<file path="config.mk">
export PLATFORM = sky130hd
export DESIGN_NAME = stat_ctr_bank
export DESIGN_NICKNAME = d
export VERILOG_FILES = /design/src/rtl/stat_ctr_pkg.sv /design/src/rtl/stat_ctr_regs.sv /design/src/rtl/stat_ctr_cell.sv /design/src/rtl/stat_ctr_bank.sv
export SDC_FILE = /design/constraint.sdc
export NUM_CORES = 1
export LEC_CHECK = 0
export BUFFER_PORTS_ARGS = -buffer_cell sky130_fd_sc_hd__buf_2
export CORE_ASPECT_RATIO = 0.5
export CORE_UTILIZATION = 66
export CTS_CLUSTER_DIAMETER = 30
export DETAILED_ROUTE_END_ITERATION = 8
export HOLD_SLACK_MARGIN = 0.15
export PLACE_DENSITY_LB_ADDON = 0.15
export SYNTH_ARGS = -nofsm -noshare
export SYNTH_HDL_FRONTEND = slang
export SYNTH_SLANG_ARGS = --single-unit
</file>
<file path="constraint.sdc">
create_clock -name clk -period 10.4 [get_ports clk]
set_input_delay 1.56 -clock clk [delete_from_list [all_inputs] [get_ports clk]]
set_output_delay 1.56 -clock clk [all_outputs]
set_load 0.02 [all_outputs]
</file>
<file path="src/rtl/stat_ctr_pkg.sv">
package stat_ctr_pkg;

  // Control word, packed so that bit 0 is the global clear and bit 3 freeze.
  typedef struct packed {
    logic frz;
    logic ror;
    logic stop_roll;
    logic glob_clr;
  } ctl_t;

  localparam int unsigned CTL_W        = 4;
  localparam int unsigned REG_CTL      = 0;
  localparam int unsigned REG_STAT     = 1;
  localparam int unsigned REG_MASK     = 2;
  localparam int unsigned REG_CTR_BASE = 8;
  localparam int unsigned DATA_W       = 32;
  localparam int unsigned LANES        = DATA_W / 8;

endpackage

</file>
<file path="src/rtl/stat_ctr_regs.sv">
module stat_ctr_regs
  import stat_ctr_pkg::*;
#(
  parameter int unsigned N_CTR  = 4,
  parameter int unsigned CTR_W  = 32,
  parameter int unsigned ADDR_W = 4
) (
  input  logic                    clk,
  input  logic                    rst_n,
  input  logic                    wr_en,
  input  logic                    rd_en,
  input  logic [ADDR_W-1:0]       addr,
  input  logic [DATA_W-1:0]       wdata,
  input  logic [LANES-1:0]        rd_lane,
  input  logic [N_CTR*CTR_W-1:0]  cnt_flat,
  input  logic [N_CTR-1:0]        status,
  output ctl_t                    ctl,
  output logic [N_CTR-1:0]        mask,
  output logic [N_CTR-1:0]        rd_hit,
  output logic [DATA_W-1:0]       rdata
);

  ctl_t              ctl_q, ctl_d;
  logic              ctl_en;
  logic [N_CTR-1:0]  mask_q, mask_d;
  logic              mask_en;
  logic [DATA_W-1:0] rdata_q, rdata_d;
  logic [DATA_W-1:0] word;
  logic [DATA_W-1:0] lane_bits;

  // Byte-lane expansion of the read strobe.
  for (genvar b = 0; b < LANES; b++) begin : g_lane
    assign lane_bits[b*8 +: 8] = {8{rd_lane[b]}};
  end

  // Lane-0 read hit per counter.
  for (genvar i = 0; i < N_CTR; i++) begin : g_hit
    assign rd_hit[i] = rd_en && rd_lane[0] && (addr == ADDR_W'(REG_CTR_BASE + i));
  end

  // Next state: control and mask.
  always_comb begin
    ctl_d          = ctl_q;
    ctl_d.glob_clr = 1'b0;
    ctl_en         = ctl_q.glob_clr;
    if (wr_en && addr == ADDR_W'(REG_CTL)) begin
      ctl_d  = ctl_t'(wdata[CTL_W-1:0]);
      ctl_en = 1'b1;
    end
    mask_en = wr_en && (addr == ADDR_W'(REG_MASK));
    mask_d  = wdata[N_CTR-1:0];
  end

  // Next state: read data.
  always_comb begin
    word = '0;
    if (addr == ADDR_W'(REG_CTL))  word[CTL_W-1:0] = ctl_q;
    if (addr == ADDR_W'(REG_STAT)) word[N_CTR-1:0] = status;
    if (addr == ADDR_W'(REG_MASK)) word[N_CTR-1:0] = mask_q;
    for (int i = 0; i < N_CTR; i++) begin
      if (addr == ADDR_W'(REG_CTR_BASE + i)) word[CTR_W-1:0] = cnt_flat[i*CTR_W +: CTR_W];
    end
    rdata_d = word & lane_bits;
  end

  always_ff @(posedge clk or negedge rst_n) begin
    if (!rst_n) begin
      ctl_q   <= '0;
      mask_q  <= '0;
      rdata_q <= '0;
    end else begin
      if (ctl_en)  ctl_q   <= ctl_d;
      if (mask_en) mask_q  <= mask_d;
      if (rd_en)   rdata_q <= rdata_d;
    end
  end

  assign ctl   = ctl_q;
  assign mask  = mask_q;
  assign rdata = rdata_q;

endmodule

</file>
<file path="src/rtl/stat_ctr_cell.sv">
module stat_ctr_cell #(
  parameter int unsigned CTR_W = 32
) (
  input  logic             clk,
  input  logic             rst_n,
  input  logic             evt,
  input  logic             frz,
  input  logic             ror,
  input  logic             stop_roll,
  input  logic             glob_clr,
  input  logic             lane0_rd,
  output logic [CTR_W-1:0] cnt,
  output logic             stat
);

  localparam logic [CTR_W-1:0] MAX_V = '1;

  logic [CTR_W-1:0] cnt_q, cnt_d, base;
  logic             cnt_en, clr_rd, bump;
  logic             stat_q, stat_d;

  always_comb begin
    clr_rd = lane0_rd && ror;
    bump   = evt && !frz;
    base   = clr_rd ? '0 : cnt_q;
    cnt_en = glob_clr || clr_rd || bump;
    cnt_d  = base;
    if (glob_clr) begin
      cnt_d = '0;
    end else if (bump) begin
      if (stop_roll && base == MAX_V) cnt_d = base;
      else                            cnt_d = base + 1'b1;
    end
  end

  always_comb begin
    stat_d = stat_q;
    if (lane0_rd) stat_d = 1'b0;
    if (cnt_en && cnt_d[CTR_W-1] && !cnt_q[CTR_W-1]) stat_d = 1'b1;
  end

  always_ff @(posedge clk or negedge rst_n) begin
    if (!rst_n) begin
      cnt_q  <= '0;
      stat_q <= 1'b0;
    end else begin
      if (cnt_en) cnt_q <= cnt_d;
      stat_q <= stat_d;
    end
  end

  assign cnt  = cnt_q;
  assign stat = stat_q;

endmodule

</file>
<file path="src/rtl/stat_ctr_bank.sv">
module stat_ctr_bank
  import stat_ctr_pkg::*;
#(
  parameter int unsigned N_CTR  = 4,
  parameter int unsigned CTR_W  = 32,
  parameter int unsigned ADDR_W = 4
) (
  input  logic              clk,
  input  logic              rst_n,
  input  logic [N_CTR-1:0]  evt_i,
  input  logic              wr_en,
  input  logic              rd_en,
  input  logic [ADDR_W-1:0] addr,
  input  logic [31:0]       wdata,
  input  logic [3:0]        rd_lane,
  output logic [31:0]       rdata,
  output logic              irq
);

  logic [1:0]             rst_sync;
  logic                   rst_sync_n;
  ctl_t                   ctl;
  logic [N_CTR-1:0]       mask;
  logic [N_CTR-1:0]       status;
  logic [N_CTR-1:0]       rd_hit;
  logic [N_CTR*CTR_W-1:0] cnt_flat;

  // Asynchronous assert, synchronous release.
  always_ff @(posedge clk or negedge rst_n) begin
    if (!rst_n) rst_sync <= 2'b00;
    else        rst_sync <= {rst_sync[0], 1'b1};
  end
  assign rst_sync_n = rst_sync[1];

  stat_ctr_regs #(
    .N_CTR (N_CTR),
    .CTR_W (CTR_W),
    .ADDR_W(ADDR_W)
  ) u_regs (
    .clk     (clk),
    .rst_n   (rst_sync_n),
    .wr_en   (wr_en),
    .rd_en   (rd_en),
    .addr    (addr),
    .wdata   (wdata),
    .rd_lane (rd_lane),
    .cnt_flat(cnt_flat),
    .status  (status),
    .ctl     (ctl),
    .mask    (mask),
    .rd_hit  (rd_hit),
    .rdata   (rdata)
  );

  for (genvar i = 0; i < N_CTR; i++) begin : g_ctr
    stat_ctr_cell #(.CTR_W(CTR_W)) u_cell (
      .clk      (clk),
      .rst_n    (rst_sync_n),
      .evt      (evt_i[i]),
      .frz      (ctl.frz),
      .ror      (ctl.ror),
      .stop_roll(ctl.stop_roll),
      .glob_clr (ctl.glob_clr),
      .lane0_rd (rd_hit[i]),
      .cnt      (cnt_flat[i*CTR_W +: CTR_W]),
      .stat     (status[i])
    );
  end

  assign irq = |(status & ~mask);

endmodule

</file>
==> results.json <==
{
  "cts_tree": "done",
  "die_w_um": 180.5,
  "synth_nets": 1236,
  "slew_headroom_pct": 9.691,
  "numCtsBuffers": 17,
  "start_util_pct": 67.84,
  "core.rowCount": 32,
  "synth_warnings": 0,
  "leakagePower_uw": 0.004838,
  "area_growth_pct": 8.702,
  "cts_resized": 0,
  "drv_cap": 0,
  "required_ps": 10760,
  "num_vias": 9778,
  "seq_area_frac_synth_pct": 41.42,
  "critPathKind": "in2reg",
  "die_y_um": 91.24,
  "hold_viol_final": 0,
  "vias_per_cell": 6.900,
  "rsz0062_at_grt": "false",
  "nets": 1252,
  "power_density_nw_per_um2": 156.1,
  "syn_area_um2": 10510,
  "grt_overflow": 0,
  "hold_buffers": 0,
  "cts_num_sinks": 174,
  "final_layout_size_suffix_gt1_share_pct": 11.62,
  "grt_pass1_vias": 9157,
  "clockBufferDepth": 2,
  "synth_enable_flop_cells": 0,
  "fin_crit_sh_pct": 53.21,
  "diodes": 0,
  "gp_congestion": 0.9988,
  "start_kind": "primary input",
  "first_iter_violations": 1425,
  "nFillCells": 1131,
  "cp-end-kind": "register",
  "final.setup.tns_ps": 0,
  "synth_async_sr_flop_share_pct": 100.0,
  "worst_slew_pin_slew_ps": 1352,
  "insertion_delay_ps": 440,
  "pre_cts_ws_ps": 4601,
  "ys_types": 74,
  "hpwlAfterDp_um": 21480,
  "cts_root_buf": "clkbuf_16",
  "grt.total_usage_pct": 39.47,
  "io_pins": 81,
  "setup_viol": 0,
  "hp-class": "reg2async",
  "ir_worst_vdd_mv": 0.1271,
  "grt_antenna_before_repair": 3,
  "status": "finished clean",
  "core_um2": 15490,
  "grt_max_degree": 76,
  "cts_setup_buffers": 0,
  "syn_avg_cell_area_um2": 8.878,
  "dieArea_um2": 16470,
  "wirelength_um": 31480,
  "cts.clk_slew.worst_paths_ps": 70,
  "skew_ps": 11.93,
  "synthCells": 1184,
  "multi_input_area_um2": 5714,
  "io_buffers": 52,
  "route.detailed.drc": 0,
  "first_pass_iters": 5,
  "clock.fmax_mhz": 180.7,
  "synthFlopType": "dfrtp_1",
  "cp_max_fo": 58,
  "slew_viol_final": 0,
  "wl_per_cell_um": 22.22,
  "cts.htree.levels": 4,
  "fin_ws_ps": 4866,
  "fin_crit_ps": 5534,
  "seqCellArea_um2": 4359,
  "postRouteAntennaNets": 0,
  "synth-seq-cells": 174,
  "grt_pass1_wl_um": 49970,
  "arrival_ps": 5890
}
==> layout by cell type, fill, tap and decap left out, types with 4 or more instances in the layout <==
cell type,n
o22a_1,20
nand2b_1,7
and3_1,26
nand4b_1,12
o211ai_1,19
xnor2_1,33
nand3_1,73
inv_6,5
a211o_1,4
buf_2,52
mux2_2,31
nand2_1,112
and2_1,21
a21oi_1,39
a211oi_1,12
nor3_1,22
nor2_1,130
mux2i_1,7
dfrtp_1,172
o31ai_1,9
o2111ai_1,34
xor2_1,41
o21a_1,4
clkbuf_16,17
ha_1,4
nor2b_1,17
o21ai_1,4
or3_1,21
or4_1,6
o221ai_1,5
a221o_1,4
nand4_1,48
and4_1,10
a22oi_1,5
o21ai_0,69
buf_4,8
inv_1,42
nor4_1,11
==> worst paths after layout <==
path                                                 from                                   to  slack, ps  cells after the start
worst min register to register      rst_sync[1]$_DFF_PN0_   g_ctr[0].u_cell.cnt[7]$_DFFE_PN0N_        280                      0
min in group clk                    rst_sync[0]$_DFF_PN0_                rst_sync[1]$_DFF_PN0_        360                      0
worst min-delay path                rst_sync[1]$_DFF_PN0_   g_ctr[0].u_cell.cnt[7]$_DFFE_PN0N_        280                      0
worst max-delay path                              addr[1]  g_ctr[2].u_cell.cnt[21]$_DFFE_PN0N_       4870                     13
worst max register to register  u_regs.ctl[2]$_DFFE_PN0P_  g_ctr[3].u_cell.cnt[31]$_DFFE_PN0N_       6320                     11
max in group asynchronous           rst_sync[1]$_DFF_PN0_  g_ctr[3].u_cell.cnt[18]$_DFFE_PN0N_       8020                      2
==> worst max-delay path: stages <==
cell and delay (ps):
buf_2 80, buf_4 500, nor4bb_1 810, buf_4 280, nand2_1 390, and2_1 360
ha_1 230, nand2_1 120, a211oi_1 70, nand4_1 310, o21ai_1 390, or4_1 610
a21oi_1 160
==> registers in the layout, indices dropped and copies added (netlist names) <==
signal / flops
u_regs.ctl: 4
g_ctr.u_cell.cnt: 128
rst_sync: 2
u_regs.mask: 4
g_ctr.u_cell.stat: 4
u_regs.rdata: 32
==> cell type report <==
class                      count  share of cell area [%]
clock buffer                  19                   3.876
timing repair buffer          60                   2.803
multi-input combinational    905                   50.01
clock inverter                13                   1.544
tap                          204                   2.234
sequential                   174                   38.15
inverter                      42                   1.380
==> cells in the mapped netlist, types with 5 or more instances <==
cell	count	area share, %
and2_1	21	1.2
nand3_1	73	3.5
nand2b_1	7	0.42
nand4b_1	12	1.0
a211oi_1	12	0.86
nor4_1	11	0.65
nand4_1	48	2.9
o31ai_1	9	0.64
and3_1	26	1.5
inv_1	42	1.5
a22oi_1	5	0.36
mux2i_1	7	0.67
dfrtp_1	174	41
o221ai_1	5	0.42
o2111ai_1	34	2.8
buf_2	9	0.43
o21ai_0	69	3.3
nor2_1	130	4.6
o22a_1	20	1.7
a21oi_1	39	1.9
mux2_2	31	3.3
xnor2_1	33	2.7
xor2_1	41	3.4
nor2b_1	17	1.0
o211ai_1	19	1.4
nand2_1	112	4.0
clkbuf_1	44	1.6
or3_1	21	1.2
and4_1	10	0.83
or4_1	6	0.43
nor3_1	22	1.0
==> report_power, final <==
group | internal [µW] | switching [µW] | total, µW
Clock | 391 | 301 | 692
Combinational | 100 | 160 | 260
Sequential | 735 | 96.4 | 832
==> metal layers <==
layer  share of wire (%)  global-route usage, %  wire [µm]  up-vias
li1                    -                      -          -     4358
met1                  41                  55.34      12780     4707
met2                  43                  58.79      13580      608
met3                  13                  11.63       4244      103
met4                 2.7                  12.75        864        2
met5               0.025                      0          8        -
==> through the flow <==
step / area, µm² / utilization, % / std cells / power [µW] / hold slack, ps
2_1_floorplan: 10510 / - / 1184 / 995.7 / 331.2
3_3_place_gp: 10810 / 69.74 / 1385 / 1078 / 291.0
3_5_place_dp: 10810 / 69.74 / 1385 / 1092 / 298.3
4_1_cts: 11430 / 73.74 / 1417 / 1774 / 304.2
5_1_grt: 11430 / 73.74 / 1417 / 1843 / 327.8
6_report: 11430 / 73.74 / 1417 / 1784 / 278.5
==> cells by family (layout without fill, tap and decap cells) <==
logic type	count (synthesis)	after routing	share of synthesized area, %
DFF	174	174	41.42
and+or+nand+nor	536	536	26.58
muxes	38	38	3.988
AOI/OAI and AO/OA	252	252	17.12
adders and majority gates	4	4	0.4762
other	1	1	0.03568
xor gates and xnor gates	74	74	6.166
buffers and inverters	105	134	4.214
Note: power is estimated with default switching activity, not from simulation.
